===== config.mk =====
export PLATFORM = sky130hd
export DESIGN_NAME = pwm3_decoder
export DESIGN_NICKNAME = d
export VERILOG_FILES = /design/src/rtl/pwm3_pkg.sv /design/src/rtl/pwm3_sync.sv /design/src/rtl/pwm3_holdoff.sv /design/src/rtl/pwm3_cmd_fsm.sv /design/src/rtl/pwm3_decoder.sv
export SDC_FILE = /design/constraint.sdc
export NUM_CORES = 1
export LEC_CHECK = 0
export ABC_AREA = 1
export BUFFER_PORTS_ARGS = -buffer_cell sky130_fd_sc_hd__buf_2
export CAP_MARGIN = 20
export CORE_MARGIN = 4
export CORE_UTILIZATION = 30
export DETAILED_ROUTE_END_ITERATION = 8
export PLACE_DENSITY_LB_ADDON = 0.2
export SETUP_SLACK_MARGIN = 0.15
export SLEW_MARGIN = 20
export SYNTH_ARGS = -nofsm -noshare
export SYNTH_HDL_FRONTEND = slang
export SYNTH_SLANG_ARGS = --single-unit

===== constraint.sdc =====
create_clock -name clk -period 1.51 [get_ports clk]
set_input_delay 0.151 -clock clk [delete_from_list [all_inputs] [get_ports clk]]
set_output_delay 0.151 -clock clk [all_outputs]
set_load 0.05 [all_outputs]

===== src/rtl/pwm3_pkg.sv =====
package pwm3_pkg;

  typedef enum logic [1:0] {
    CMD_OFF  = 2'b00,
    CMD_LOW  = 2'b01,
    CMD_HIGH = 2'b10
  } pwm_cmd_e;

  typedef enum logic [1:0] {
    LVL_MID  = 2'b00,
    LVL_LOW  = 2'b01,
    LVL_HIGH = 2'b10
  } pwm_lvl_e;

  // only a clean one-hot pair is a logic level; 00 and 11 fall in the band
  function automatic pwm_lvl_e classify(input logic above_hi, input logic below_lo);
    if (above_hi && !below_lo)      return LVL_HIGH;
    else if (below_lo && !above_hi) return LVL_LOW;
    else                            return LVL_MID;
  endfunction

endpackage


===== src/rtl/pwm3_sync.sv =====
module pwm3_sync #(
  parameter int STAGES = 2,
  parameter int WIDTH  = 2
) (
  input  logic             clk,
  input  logic             rst_n,
  input  logic [WIDTH-1:0] d,
  output logic [WIDTH-1:0] q
);

  logic [STAGES-1:0][WIDTH-1:0] stg;

  generate
    if (STAGES == 1) begin : g_single
      always_ff @(posedge clk or negedge rst_n) begin
        if (!rst_n) stg <= '0;
        else        stg <= d;
      end
    end else begin : g_chain
      always_ff @(posedge clk or negedge rst_n) begin
        if (!rst_n) stg <= '0;
        else        stg <= {stg[STAGES-2:0], d};
      end
    end
  endgenerate

  assign q = stg[STAGES-1];

endmodule


===== src/rtl/pwm3_holdoff.sv =====
module pwm3_holdoff #(
  parameter int HOLD_CYCLES = 38
) (
  input  logic clk,
  input  logic rst_n,
  input  logic in_band,
  output logic expired
);

  localparam int CNT_W = (HOLD_CYCLES > 1) ? $clog2(HOLD_CYCLES) : 1;
  localparam logic [CNT_W-1:0] LAST_C = CNT_W'(HOLD_CYCLES - 1);

  // number of earlier consecutive band cycles, saturating at LAST_C
  logic [CNT_W-1:0] cnt;

  always_ff @(posedge clk or negedge rst_n) begin
    if (!rst_n)              cnt <= '0;
    else if (!in_band)       cnt <= '0;
    else if (cnt != LAST_C)  cnt <= cnt + 1'b1;
  end

  // the current band cycle is the HOLD_CYCLES-th in a row
  assign expired = in_band && (cnt == LAST_C);

  p_cnt_bound_r5: assert property (@(posedge clk) disable iff (!rst_n)
    cnt <= LAST_C);

  p_restart_r7: assert property (@(posedge clk) disable iff (!rst_n)
    !in_band |=> (cnt == '0));

  p_sat_hold_r5: assert property (@(posedge clk) disable iff (!rst_n)
    (in_band && cnt == LAST_C) |=> (cnt == LAST_C));

endmodule


===== src/rtl/pwm3_cmd_fsm.sv =====
module pwm3_cmd_fsm
  import pwm3_pkg::*;
(
  input  logic     clk,
  input  logic     rst_n,
  input  pwm_lvl_e lvl,
  input  logic     expired,
  output pwm_cmd_e cmd,
  output logic     exit_pulse
);

  pwm_cmd_e nxt;

  always_comb begin
    unique case (lvl)
      LVL_HIGH: nxt = CMD_HIGH;
      LVL_LOW:  nxt = CMD_LOW;
      default:  nxt = expired ? CMD_OFF : cmd;
    endcase
  end

  always_ff @(posedge clk or negedge rst_n) begin
    if (!rst_n) begin
      cmd        <= CMD_OFF;
      exit_pulse <= 1'b0;
    end else begin
      cmd        <= nxt;
      exit_pulse <= (cmd == CMD_OFF) && (nxt != CMD_OFF);
    end
  end

  p_follow_high_r3: assert property (@(posedge clk) disable iff (!rst_n)
    (lvl == LVL_HIGH) |=> (cmd == CMD_HIGH));

  p_follow_low_r3: assert property (@(posedge clk) disable iff (!rst_n)
    (lvl == LVL_LOW) |=> (cmd == CMD_LOW));

  p_keep_in_band_r4: assert property (@(posedge clk) disable iff (!rst_n)
    (lvl == LVL_MID && !expired) |=> $stable(cmd));

  p_off_needs_timer_r5: assert property (@(posedge clk) disable iff (!rst_n)
    (cmd == CMD_OFF && $past(cmd) != CMD_OFF) |-> $past(expired));

  p_exit_marks_r6: assert property (@(posedge clk) disable iff (!rst_n)
    exit_pulse |-> ($past(cmd) == CMD_OFF && cmd != CMD_OFF));

  p_exit_needed_r6: assert property (@(posedge clk) disable iff (!rst_n)
    (cmd != CMD_OFF && $past(cmd) == CMD_OFF) |-> exit_pulse);

endmodule


===== src/rtl/pwm3_decoder.sv =====
module pwm3_decoder
  import pwm3_pkg::*;
#(
  parameter int HOLD_CYCLES = 38,
  parameter int SYNC_STAGES = 2
) (
  input  logic       clk,
  input  logic       rst_n,
  input  logic       cmp_above_hi,
  input  logic       cmp_below_lo,
  output logic [1:0] cmd,
  output logic       exit_pulse
);

  logic [1:0] cmp_sync;
  pwm_lvl_e   lvl;
  logic       expired;
  pwm_cmd_e   cmd_e;

  pwm3_sync #(
    .STAGES(SYNC_STAGES),
    .WIDTH (2)
  ) u_sync (
    .clk  (clk),
    .rst_n(rst_n),
    .d    ({cmp_above_hi, cmp_below_lo}),
    .q    (cmp_sync)
  );

  assign lvl = classify(cmp_sync[1], cmp_sync[0]);

  pwm3_holdoff #(
    .HOLD_CYCLES(HOLD_CYCLES)
  ) u_holdoff (
    .clk    (clk),
    .rst_n  (rst_n),
    .in_band(lvl == LVL_MID),
    .expired(expired)
  );

  pwm3_cmd_fsm u_fsm (
    .clk       (clk),
    .rst_n     (rst_n),
    .lvl       (lvl),
    .expired   (expired),
    .cmd       (cmd_e),
    .exit_pulse(exit_pulse)
  );

  assign cmd = cmd_e;

  p_legal_code_r2: assert property (@(posedge clk) disable iff (!rst_n)
    cmd != 2'b11);

endmodule


==> metrics.md <==
| Metric | Value |
|---|---|
| Clk sink count | 13 |
| Total power | 0.7585 mW |
| ANT nets after route | 0 |
| Setup Total Neg Slack | 0 ns |
| Power Dens Cells | 1054 nW/um^2 |
| Met2 Resource Use GR | 12.55% |
| Worst hold path type | input port to asynchronous set/reset pin |
| Core Area | 1783 um^2 |
| Net Count, Synth | 63 |
| Largest net degree at the start of global routing | 14 |
| Top Ports | 7 |
| RSZ-0062 raised after global routing | false |
| Final Hold Viols | 0 |
| Mapped Area | 581.8 um^2 |
| Avg WL per Cell | 9.723 um |
| Slew headroom | 80.84% |
| CTS Buffer Depth | 2 |
| Worst-path clk slew | 0.08 ns |
| Worst-path maximum fanout | 7 |
| CP Data Arrival Time | 1.40 ns |
| Flops & latches, synth | 13 |
| Post-Syn Area per Cell | 10.58 um^2 |
| Crit path launch type | flop |
| Synth unique cells | 17 |
| Residual DRC | 0 |
| Worst vdd ir | 0.4142 mV |
| CTS tree | yes |
| Share of the synthesized area in the top cell type | 55.91% |
| Clock latency on the worst-skew pair | 0.27 ns |
| Chip width | 52.04 um |
| GRT busiest layer | met2 |
| CTS buffer count | 3 |
| Die area | 2708 um^2 |
| Synth warnings | 0 |
| Status | finished clean |
| Setup Viol. Count Final | 0 |
| Die height | 52.04 um |
| Ranking of synthesized cells by area | dfrtp_1, ha_1, nand3_2 |
| H-Tree Depth | 1 |
| Period utilization | 81.08% |
| # nets final | 78 |
| Fin. max-slew vios | 0 |
| Fmax | 816.8 MHz |
| Max-cap violations | 0 |
| Vias in the first global route | 397 |
| Initial core utilization | 32.63% |
| Global route overflow | 0 |
| WP data required | 1.68 ns |
| Total Routing Usage GR | 8.520% |
| First drt pass iteration count | 2 |
| Root buf cell | clkbuf_4 |
| Post-Synthesis Cells | 55 |
| Met3 usage | 5.158% |
| Initial DRC count | 3 |
| First-pass GRT wire length | 1683 um |
| Clock Skews | 0.003470 ns |
| Share of post-route cells with drive strength above 1 | 34.78% |
| Placement row count | 15 |
| Leakage | 0.3377 nW |
| Post-route minimum period | 1.224 ns |
| Crit. End Element | flop |
| Routed wire length | 914 um |
| GPL Wtd Cong | 0.7376 |
| Vias after detailed routing | 386 |
| Initial antenna violation count | 0 |
| Area growth from synthesis to layout | 23.66% |
| Critical path type | flop to flop |
| Synth area leader | dfrtp_1 |
| Routed vias/inst | 4.106 |
| Port-buffer cells | 6 |
| Antenna diodes | 0 |
| Post-synthesis sequential area ratio | 55.91% |
| Slew @ Worst Pin | 0.2874 ns |
| GR Util met1 | 10.77% |
-- synthesized netlist by cell type, drive strengths merged --
master and instances:
o21ai 2, inv 8, a21oi 1, dfrtp 13, nor3 2, nand3 4
ha 4, xnor2 2, xor2 2, nand2 9, nor2 7, or2 1
-- metrics by stage --
step | utilization, % | cells | hold WS (ns) | setup slack [ns] | instance area (um^2)
after floorplan | - | 55 | -0.1446 | 0.3187 | 581.8
after global placement | 36.07 | 86 | 0.05835 | 0.2103 | 643.1
after detailed placement | 36.07 | 86 | 0.05663 | 0.1776 | 643.1
after CTS | 39.23 | 93 | 0.2931 | 0.1700 | 699.4
after global routing | 40.35 | 94 | 0.3176 | 0.1467 | 719.4
final | 40.35 | 94 | 0.2865 | 0.2857 | 719.4
-- state kept, by name, summed over array words and instances, names as in the netlist --
register	cells
u_holdoff.cnt	6
u_fsm.cmd	2
u_sync.q	2
u_sync.stg	2
u_fsm.exit_pulse	1
-- critical path: stages, from the launching register on --
cell	delay (ns)
dfrtp_1	0.39
ha_2	0.38
inv_2	0.08
nand2_1	0.08
nand2_2	0.06
nor2_2	0.10
nor2_1	0.04
-- final timing paths --
path                          startpoint  slack, ns                to  cells after the start
hold / removal                     rst_n       0.29  u_holdoff.cnt[5]                      2
hold reg to reg            u_sync.stg[1]       0.35       u_sync.q[1]                      0
setup reg to reg             u_sync.q[1]       0.29  u_fsm.exit_pulse                      6
min in group clk           u_sync.stg[1]       0.35       u_sync.q[1]                      0
max in group asynchronous          rst_n       1.00     u_sync.stg[1]                      2
setup / recovery             u_sync.q[1]       0.29  u_fsm.exit_pulse                      6
-- report_power, final --
part / internal [mW] / switching [mW] / total (mW)
combinational: 0.0548 / 0.0933 / 0.148
clock: 0.102 / 0.108 / 0.211
sequential: 0.377 / 0.0227 / 0.400
-- per-layer routing --
layer	share of wire (%)	vias up
met1	49	178
met3	7.0	0
met4	0	0
met2	44	9
li1	-	199
met5	0	-
-- cell type report --
class	instances	area (um^2)
sequential	13	325.3
multi-input combinational	34	239.0
fill	183	1064
timing repair buffer	10	67.56
inverter	8	30.03
tap	25	31.28
clock buffer	4	26.28
-- cells in the final DEF (no fill, tap or decap), drive strengths merged, types with 3 or more instances in the layout --
cell type	n
nand3	4
clkbuf	4
nor2	7
dfrtp	13
buf	7
ha	4
nand2	9
dlygate4sd3	3
inv	8
-- cell families (layout without fill, tap and decap cells) --
logic type	count (synthesis)	count (layout)	share of synthesized area [%]
flops	13	13	55.91
xor+xnor	4	4	6.023
simple gates	23	23	21.72
buf+inv	8	22	5.161
fa+ha+maj	4	4	8.602
compound gates	3	3	2.580
-- timing repair --
action,CTS,global route
hold endpoints to repair,15,0
hold buffers,3,0
resized for setup,0,5
setup endpoints to repair,0,4
buffers inserted,0,1
Note: power is estimated with default switching activity, not from simulation.
